===== src/rtl/tmr32_pkg.sv =====
package tmr32_pkg;
  localparam int AW     = 8;
  localparam int PSV_W  = 3;
  localparam int CTRL_W = 7;
  localparam int NFL    = 3;

  localparam logic [AW-1:0] OFS_STAT  = 8'h18;
  localparam logic [AW-1:0] OFS_IEN   = 8'h1C;
  localparam logic [AW-1:0] OFS_WEN   = 8'h20;
  localparam logic [AW-1:0] OFS_CTRL  = 8'h24;
  localparam logic [AW-1:0] OFS_CNT   = 8'h28;
  localparam logic [AW-1:0] OFS_LOAD  = 8'h2C;
  localparam logic [AW-1:0] OFS_TRIG  = 8'h30;
  localparam logic [AW-1:0] OFS_MATCH = 8'h38;
  localparam logic [AW-1:0] OFS_CAPT  = 8'h3C;

  localparam int FL_MATCH = 0;
  localparam int FL_OVF   = 1;
  localparam int FL_CAPT  = 2;

  // field order is the bit order of the control word (bit 0 last)
  typedef struct packed {
    logic             cmp_en;
    logic             ps_en;
    logic [PSV_W-1:0] ps_val;
    logic             auto_rl;
    logic             run;
  } ctrl_t;
endpackage


===== src/rtl/tmr32_prescale.sv =====
module tmr32_prescale #(
  parameter int PSV_W = 3
) (
  input  logic             clk,
  input  logic             rst,
  input  logic             run,
  input  logic             ps_en,
  input  logic [PSV_W-1:0] ps_val,
  output logic             tick
);
  localparam int PS_W = 1 << PSV_W;

  logic [PS_W-1:0] div_q;
  logic [PS_W:0]   lim_w;
  logic            wrap_w;

  always_comb begin
    lim_w  = (((PS_W+1)'(1)) << ps_val << 1) - (PS_W+1)'(1);
    wrap_w = ({1'b0, div_q} == lim_w);
    tick   = run && (!ps_en || wrap_w);
  end

  always_ff @(posedge clk) begin
    if (rst || !run || !ps_en) div_q <= '0;
    else if (wrap_w)           div_q <= '0;
    else                       div_q <= div_q + PS_W'(1);
  end
endmodule


===== src/rtl/tmr32_count.sv =====
module tmr32_count #(
  parameter int CNT_W = 32
) (
  input  logic             clk,
  input  logic             rst,
  input  logic             tick,
  input  logic             auto_rl,
  input  logic             cmp_en,
  input  logic [CNT_W-1:0] load,
  input  logic [CNT_W-1:0] match,
  input  logic             wr_cnt,
  input  logic             trig,
  input  logic [CNT_W-1:0] wr_val,
  output logic [CNT_W-1:0] cnt,
  output logic             ev_match,
  output logic             ev_ovf,
  output logic             stop_req
);
  logic [CNT_W-1:0] nxt;

  always_comb begin
    nxt      = cnt;
    ev_match = 1'b0;
    ev_ovf   = 1'b0;
    stop_req = 1'b0;
    if (trig) begin
      nxt = load;
    end else if (wr_cnt) begin
      nxt = wr_val;
    end else if (tick) begin
      if (&cnt) begin
        ev_ovf   = 1'b1;
        stop_req = !auto_rl;
        nxt      = auto_rl ? load : '0;
      end else begin
        nxt = cnt + CNT_W'(1);
      end
      ev_match = cmp_en && (nxt == match);
    end
  end

  always_ff @(posedge clk) begin
    if (rst) cnt <= '0;
    else     cnt <= nxt;
  end
endmodule


===== src/rtl/tmr32_regs.sv =====
module tmr32_regs
  import tmr32_pkg::*;
#(
  parameter int CNT_W = 32
) (
  input  logic             clk,
  input  logic             rst,
  input  logic             bus_we,
  input  logic             bus_re,
  input  logic [AW-1:0]    bus_addr,
  input  logic [CNT_W-1:0] bus_wdata,
  output logic [CNT_W-1:0] bus_rdata,
  input  logic             cap_in,
  input  logic [CNT_W-1:0] cnt,
  input  logic             ev_match,
  input  logic             ev_ovf,
  input  logic             stop_req,
  output ctrl_t            ctrl,
  output logic [CNT_W-1:0] load,
  output logic [CNT_W-1:0] match,
  output logic [NFL-1:0]   stat,
  output logic [NFL-1:0]   ien,
  output logic             wr_cnt,
  output logic             trig,
  output logic             irq,
  output logic             wake
);
  logic [CNT_W-1:0] capt;
  logic [NFL-1:0]   wen, set_w, clr_w;

  always_comb begin
    wr_cnt = bus_we && (bus_addr == OFS_CNT);
    trig   = bus_we && (bus_addr == OFS_TRIG);
    set_w  = '0;
    set_w[FL_MATCH] = ev_match;
    set_w[FL_OVF]   = ev_ovf;
    set_w[FL_CAPT]  = cap_in;
    clr_w  = (bus_we && bus_addr == OFS_STAT) ? bus_wdata[NFL-1:0] : '0;
  end

  always_ff @(posedge clk) begin
    if (rst) begin
      ctrl  <= '0;
      load  <= '0;
      match <= '0;
      ien   <= '0;
      wen   <= '0;
    end else if (bus_we) begin
      case (bus_addr)
        OFS_CTRL:  ctrl  <= ctrl_t'(bus_wdata[CTRL_W-1:0]);
        OFS_LOAD:  load  <= bus_wdata;
        OFS_MATCH: match <= bus_wdata;
        OFS_IEN:   ien   <= bus_wdata[NFL-1:0];
        OFS_WEN:   wen   <= bus_wdata[NFL-1:0];
        default: ;
      endcase
      if (stop_req && bus_addr != OFS_CTRL) ctrl.run <= 1'b0;
    end else if (stop_req) begin
      ctrl.run <= 1'b0;
    end
  end

  always_ff @(posedge clk) begin
    if (rst) begin
      stat <= '0;
      capt <= '0;
      irq  <= 1'b0;
      wake <= 1'b0;
    end else begin
      stat <= (stat & ~clr_w) | set_w;
      if (cap_in) capt <= cnt;
      irq  <= |(stat & ien);
      wake <= |(stat & wen);
    end
  end

  always_ff @(posedge clk) begin
    if (rst) begin
      bus_rdata <= '0;
    end else if (bus_re) begin
      case (bus_addr)
        OFS_STAT:  bus_rdata <= CNT_W'(stat);
        OFS_IEN:   bus_rdata <= CNT_W'(ien);
        OFS_WEN:   bus_rdata <= CNT_W'(wen);
        OFS_CTRL:  bus_rdata <= CNT_W'(ctrl);
        OFS_CNT:   bus_rdata <= cnt;
        OFS_LOAD:  bus_rdata <= load;
        OFS_MATCH: bus_rdata <= match;
        OFS_CAPT:  bus_rdata <= capt;
        default:   bus_rdata <= '0;
      endcase
    end
  end
endmodule


===== src/rtl/tmr32_core.sv =====
module tmr32_core
  import tmr32_pkg::*;
#(
  parameter int CNT_W = 32
) (
  input  logic             clk,
  input  logic             rst,
  input  logic             bus_we,
  input  logic             bus_re,
  input  logic [AW-1:0]    bus_addr,
  input  logic [CNT_W-1:0] bus_wdata,
  output logic [CNT_W-1:0] bus_rdata,
  input  logic             cap_in,
  output logic             irq,
  output logic             wake
);
  ctrl_t            ctrl;
  logic [CNT_W-1:0] cnt, load, match;
  logic [NFL-1:0]   stat, ien;
  logic             tick, ev_match, ev_ovf, stop_req, wr_cnt, trig;
  logic             ctl_run, ctl_ar;

  assign ctl_run = ctrl.run;
  assign ctl_ar  = ctrl.auto_rl;

  tmr32_prescale #(.PSV_W(PSV_W)) u_ps (
    .clk(clk), .rst(rst), .run(ctrl.run), .ps_en(ctrl.ps_en),
    .ps_val(ctrl.ps_val), .tick(tick)
  );

  tmr32_count #(.CNT_W(CNT_W)) u_cnt (
    .clk(clk), .rst(rst), .tick(tick), .auto_rl(ctrl.auto_rl),
    .cmp_en(ctrl.cmp_en), .load(load), .match(match), .wr_cnt(wr_cnt),
    .trig(trig), .wr_val(bus_wdata), .cnt(cnt), .ev_match(ev_match),
    .ev_ovf(ev_ovf), .stop_req(stop_req)
  );

  tmr32_regs #(.CNT_W(CNT_W)) u_regs (
    .clk(clk), .rst(rst), .bus_we(bus_we), .bus_re(bus_re),
    .bus_addr(bus_addr), .bus_wdata(bus_wdata), .bus_rdata(bus_rdata),
    .cap_in(cap_in), .cnt(cnt), .ev_match(ev_match), .ev_ovf(ev_ovf),
    .stop_req(stop_req), .ctrl(ctrl), .load(load), .match(match),
    .stat(stat), .ien(ien), .wr_cnt(wr_cnt), .trig(trig),
    .irq(irq), .wake(wake)
  );
endmodule


===== config.mk =====
export PLATFORM = sky130hd
export DESIGN_NAME = tmr32_core
export DESIGN_NICKNAME = d
export VERILOG_FILES = /design/src/rtl/tmr32_pkg.sv /design/src/rtl/tmr32_prescale.sv /design/src/rtl/tmr32_count.sv /design/src/rtl/tmr32_regs.sv /design/src/rtl/tmr32_core.sv
export SDC_FILE = /design/constraint.sdc
export NUM_CORES = 1
export LEC_CHECK = 0
export BUFFER_PORTS_ARGS = -buffer_cell sky130_fd_sc_hd__buf_2
export CAP_MARGIN = 25
export CORE_MARGIN = 2
export CORE_UTILIZATION = 55
export CTS_CLUSTER_DIAMETER = 60
export DETAILED_ROUTE_END_ITERATION = 16
export PLACE_DENSITY = 0.73
export SLEW_MARGIN = 20
export SYNTH_ARGS = -nofsm -noshare
export SYNTH_HDL_FRONTEND = slang
export SYNTH_SLANG_ARGS = --single-unit

===== constraint.sdc =====
create_clock -name clk -period 7.3 [get_ports clk]
set_clock_uncertainty 0.2 [all_clocks]
set_input_delay 0.73 -clock clk [delete_from_list [all_inputs] [get_ports clk]]
set_output_delay 0.73 -clock clk [all_outputs]
set_load 0.02 [all_outputs]

==> impl_results.md <==
* Vias at 9998
* Unrepaired setup endpoints after global routing: false
* Fraction of registers with async set/reset at 0
* Slowest Stage Delay on Critical Path at 770 ps
* Worst path buffer plus inverter count at 1
* Crit-path leading delay family: simple AND/OR/NAND/NOR gates
* Post-CTS sizing at 0
* Setup CP Type: register to register
* Mapped cell area at 9806 µm²
* FP Rows at 48
* First-pass GRT wire length at 51.68 mm
* Post-synth EDFFs at 0
* DR pass1 iterations at 6
* Core Region at 17360 µm²
* Hold Crit Class: register to register
* WL final at 32.95 mm
* Largest net degree at the start of global routing at 95
* CP cell instances: ha_1 > nand3_1 > nor3_1 > buf_4 > and3_1 > mux2_2 > o22ai_1 > or4b_1 > nor4_1 > nand4_1 > o31ai_2
* Distinct cell type count after synthesis at 63
* WHS Path Cells at 2
* YS warnings at 0
* Vias in the first global route at 9055
* H-Tree Depth at 4
* Slowest cell on the critical path: and3_1
* Layout cells sized above 1 at 0.1134
* Total of max-cap violations at 0
* Chip height at 137.5 µm
* Status: completed
* Remaining global-route overflow at 0
* Tcrit/Tclk final at 0.5658
* Ys flop type: dfxtp_1
* # hold bufs at CTS at 0
* Die width at 137.5 µm
* Pwr Total at 2.029 mW
* Die ar. at 18910 µm²
* Data required, critical path at 7470 ps
* GPL Wtd Cong at 1.058
* Setup TNS at 0 ps
* Crit path depth at 11
* Nets at 1357
* Syn_area_per_cell at 7.525 µm²
* Clk Latency, worst-skew pair at 450 ps
* Sequential share of the synthesized area at 0.3797
* Clock buffer depth at 2
* # IOs at 79
* Slew headroom at 0.3485
* Initial Util at 0.5650
* # setup viols final at 0
* Least-Margin Pin Slew at 977.2 ps
* Worst R2R Path Depth at 11
* Startpoint types: register
* Worst ir drop on vdd at 0.1718 mV
* Internal reg-to-reg setup slack at 3170 ps
* Final Hold Vio Count at 0
* Initial antenna violation count at 0
* Worst setup EP type: register
* Pins over their slew limit at 0
* GRT Util Overall at 0.3584
* DR iter-0 viols at 1276
* HP Start: u_regs.bus_rdata[27]
* Hold Path End: u_regs.bus_rdata[27]
* Post-synthesis cell count at 1303
* # diodes at 0
* Drt wl/cell at 21.29 µm
* Worst r2r src: u_cnt.cnt[0]
* Synth-to-Final Area Change at 10.31%
* Clk sinks at 186
* DRC at 0
* Clock transition at the registers of the reported paths at 80 ps
* Worst r2r dst: u_regs.stat[0]
* Vias per cell at 6.459
* Max Fclk at 242.1 MHz
* IO Port Bufs at 78
* Fin crit period at 4130 ps
* Worst-path fanout max at 22
* Root Buffer: clkbuf_16
* Syn nets at 1350
* CTS tree: built
* Leakage at 3.744 nW
* Pwr Density at 187.6 nW/µm²
* Yosys reg bits at 186
* Post-CTS Setup Repair Bufs at 0
* Total CTS buffers at 17
* DP HPWL at 22.28 mm
* Antenna Violating Nets Remaining at 0
* CP arrival at 4300 ps
[routing by layer]
metal / GRT usage / vias up / share of wire
met5: 0 / - / 0
met4: 0.1283 / 0 / 0.027
met3: 0.07395 / 82 / 0.093
met2: 0.5492 / 541 / 0.44
met1: 0.4992 / 4731 / 0.44
li1: - / 4644 / -
[where the power goes]
group,leakage (nW),internal [mW],switching [mW]
Clock,0.287,0.518,0.424
Sequential,1.50,1.02,0.00221
Combinational,1.96,0.0197,0.0498
[worst max path at each step]
stage | slack (ps) | endpoint | from
after floorplan | 4360 | u_cnt.cnt[22] | bus_addr[4]
after global placement | 3450 | u_regs.stat[0] | u_cnt.cnt[0]
after detailed placement | 3330 | u_regs.stat[0] | u_cnt.cnt[0]
after CTS | 3320 | u_regs.stat[0] | u_cnt.cnt[0]
after global routing | 2890 | u_regs.stat[0] | u_cnt.cnt[0]
final | 3170 | u_regs.stat[0] | u_cnt.cnt[0]
[layout make-up]
class | instances | area [µm²]
Clock buffer | 20 | 446.7
Clock inverter | 12 | 137.6
Timing Repair Buffer | 97 | 551.8
Inverter | 19 | 71.32
Tap cell | 225 | 281.5
Fill cell | 1573 | 6540
Sequential cell | 186 | 3724
Multi-Input combinational cell | 989 | 5604
[cells in the mapped netlist, types with 3 or more instances]
| cell | count | area share |
|---|---|---|
| mux2_2 | 4 | 0.0046 |
| o211ai_1 | 26 | 0.020 |
| nand4_1 | 19 | 0.012 |
| o2111ai_1 | 3 | 0.0027 |
| a21oi_1 | 175 | 0.089 |
| o21ai_0 | 22 | 0.011 |
| nand2_1 | 228 | 0.087 |
| nand3b_1 | 4 | 0.0031 |
| dfxtp_1 | 186 | 0.38 |
| and3_1 | 15 | 0.0096 |
| buf_2 | 15 | 0.0077 |
| xor2_1 | 25 | 0.022 |
| and2_1 | 7 | 0.0045 |
| nand3_1 | 58 | 0.030 |
| a311oi_1 | 4 | 0.0036 |
| mux2i_1 | 43 | 0.044 |
| o22ai_1 | 5 | 0.0032 |
| a221oi_1 | 8 | 0.0071 |
| xnor2_1 | 30 | 0.027 |
| nor3_1 | 18 | 0.0092 |
| a222oi_1 | 3 | 0.0031 |
| clkbuf_1 | 91 | 0.035 |
| and4_1 | 7 | 0.0063 |
| inv_1 | 19 | 0.0073 |
| a31oi_1 | 12 | 0.0077 |
| nor4_1 | 9 | 0.0057 |
| nor2_1 | 136 | 0.052 |
| a211oi_1 | 21 | 0.016 |
| buf_1 | 3 | 0.0011 |
| a22oi_1 | 60 | 0.046 |
[through the flow]
step,utilization,instance area [µm²],setup WS [ps],hold WS [ps],instances
2_1_floorplan,-,9806,4361,234.2,1303
3_3_place_gp,0.5879,10200,3449,263.9,1515
3_5_place_dp,0.5890,10220,3326,271.4,1516
4_1_cts,0.6227,10810,3317,287.4,1548
5_1_grt,0.6232,10820,2891,305.1,1548
6_report,0.6232,10820,3170,281.3,1548
[flip-flops by register name, summed over array words and instances (netlist names)]
name	count
u_regs.match	32
u_ps.div_q	8
u_regs.wake	1
u_regs.ien	3
u_regs.load	32
u_regs.wen	3
u_regs.irq	1
u_regs.bus_rdata	32
u_regs.stat	3
u_regs.capt	32
u_cnt.cnt	32
u_regs.ctrl	7
[worst min-delay path, stage by stage (launching register included)]
cell and delay (ps):
dfxtp_1 320, a21oi_1 60, nor2_1 70
[placed cells by master, fill, tap and decap left out, types with 3 or more instances in the layout]
cell type,instances
buf_4,18
o22ai_1,5
buf_2,77
nor2_2,3
a211oi_1,21
xnor2_1,30
and3_1,15
and2_1,7
nor3_1,18
nand3_1,57
nand3b_1,4
a22oi_1,60
mux2i_1,43
nor2_1,133
xor2_1,25
a31oi_1,12
nand4_1,19
o211ai_1,26
mux2_2,4
and4_1,7
a222oi_1,3
nand2_1,228
dfxtp_1,186
a221oi_1,8
a21oi_1,175
clkinv_2,3
nor4_1,9
clkbuf_16,17
inv_6,3
a311oi_1,4
inv_1,18
o2111ai_1,3
o21ai_0,22
[cells by family (layout without fill, tap and decap cells)]
group | Yosys count | after routing | share of synthesized area
xor+xnor | 55 | 55 | 0.04913
flops | 186 | 186 | 0.3797
fa+ha+maj | 2 | 2 | 0.002552
buf+inv | 128 | 148 | 0.05091
mux | 47 | 47 | 0.04849
compound gates | 360 | 360 | 0.2290
simple gates | 525 | 525 | 0.2401
No activity file was read; power rests on OpenSTA's default activity.
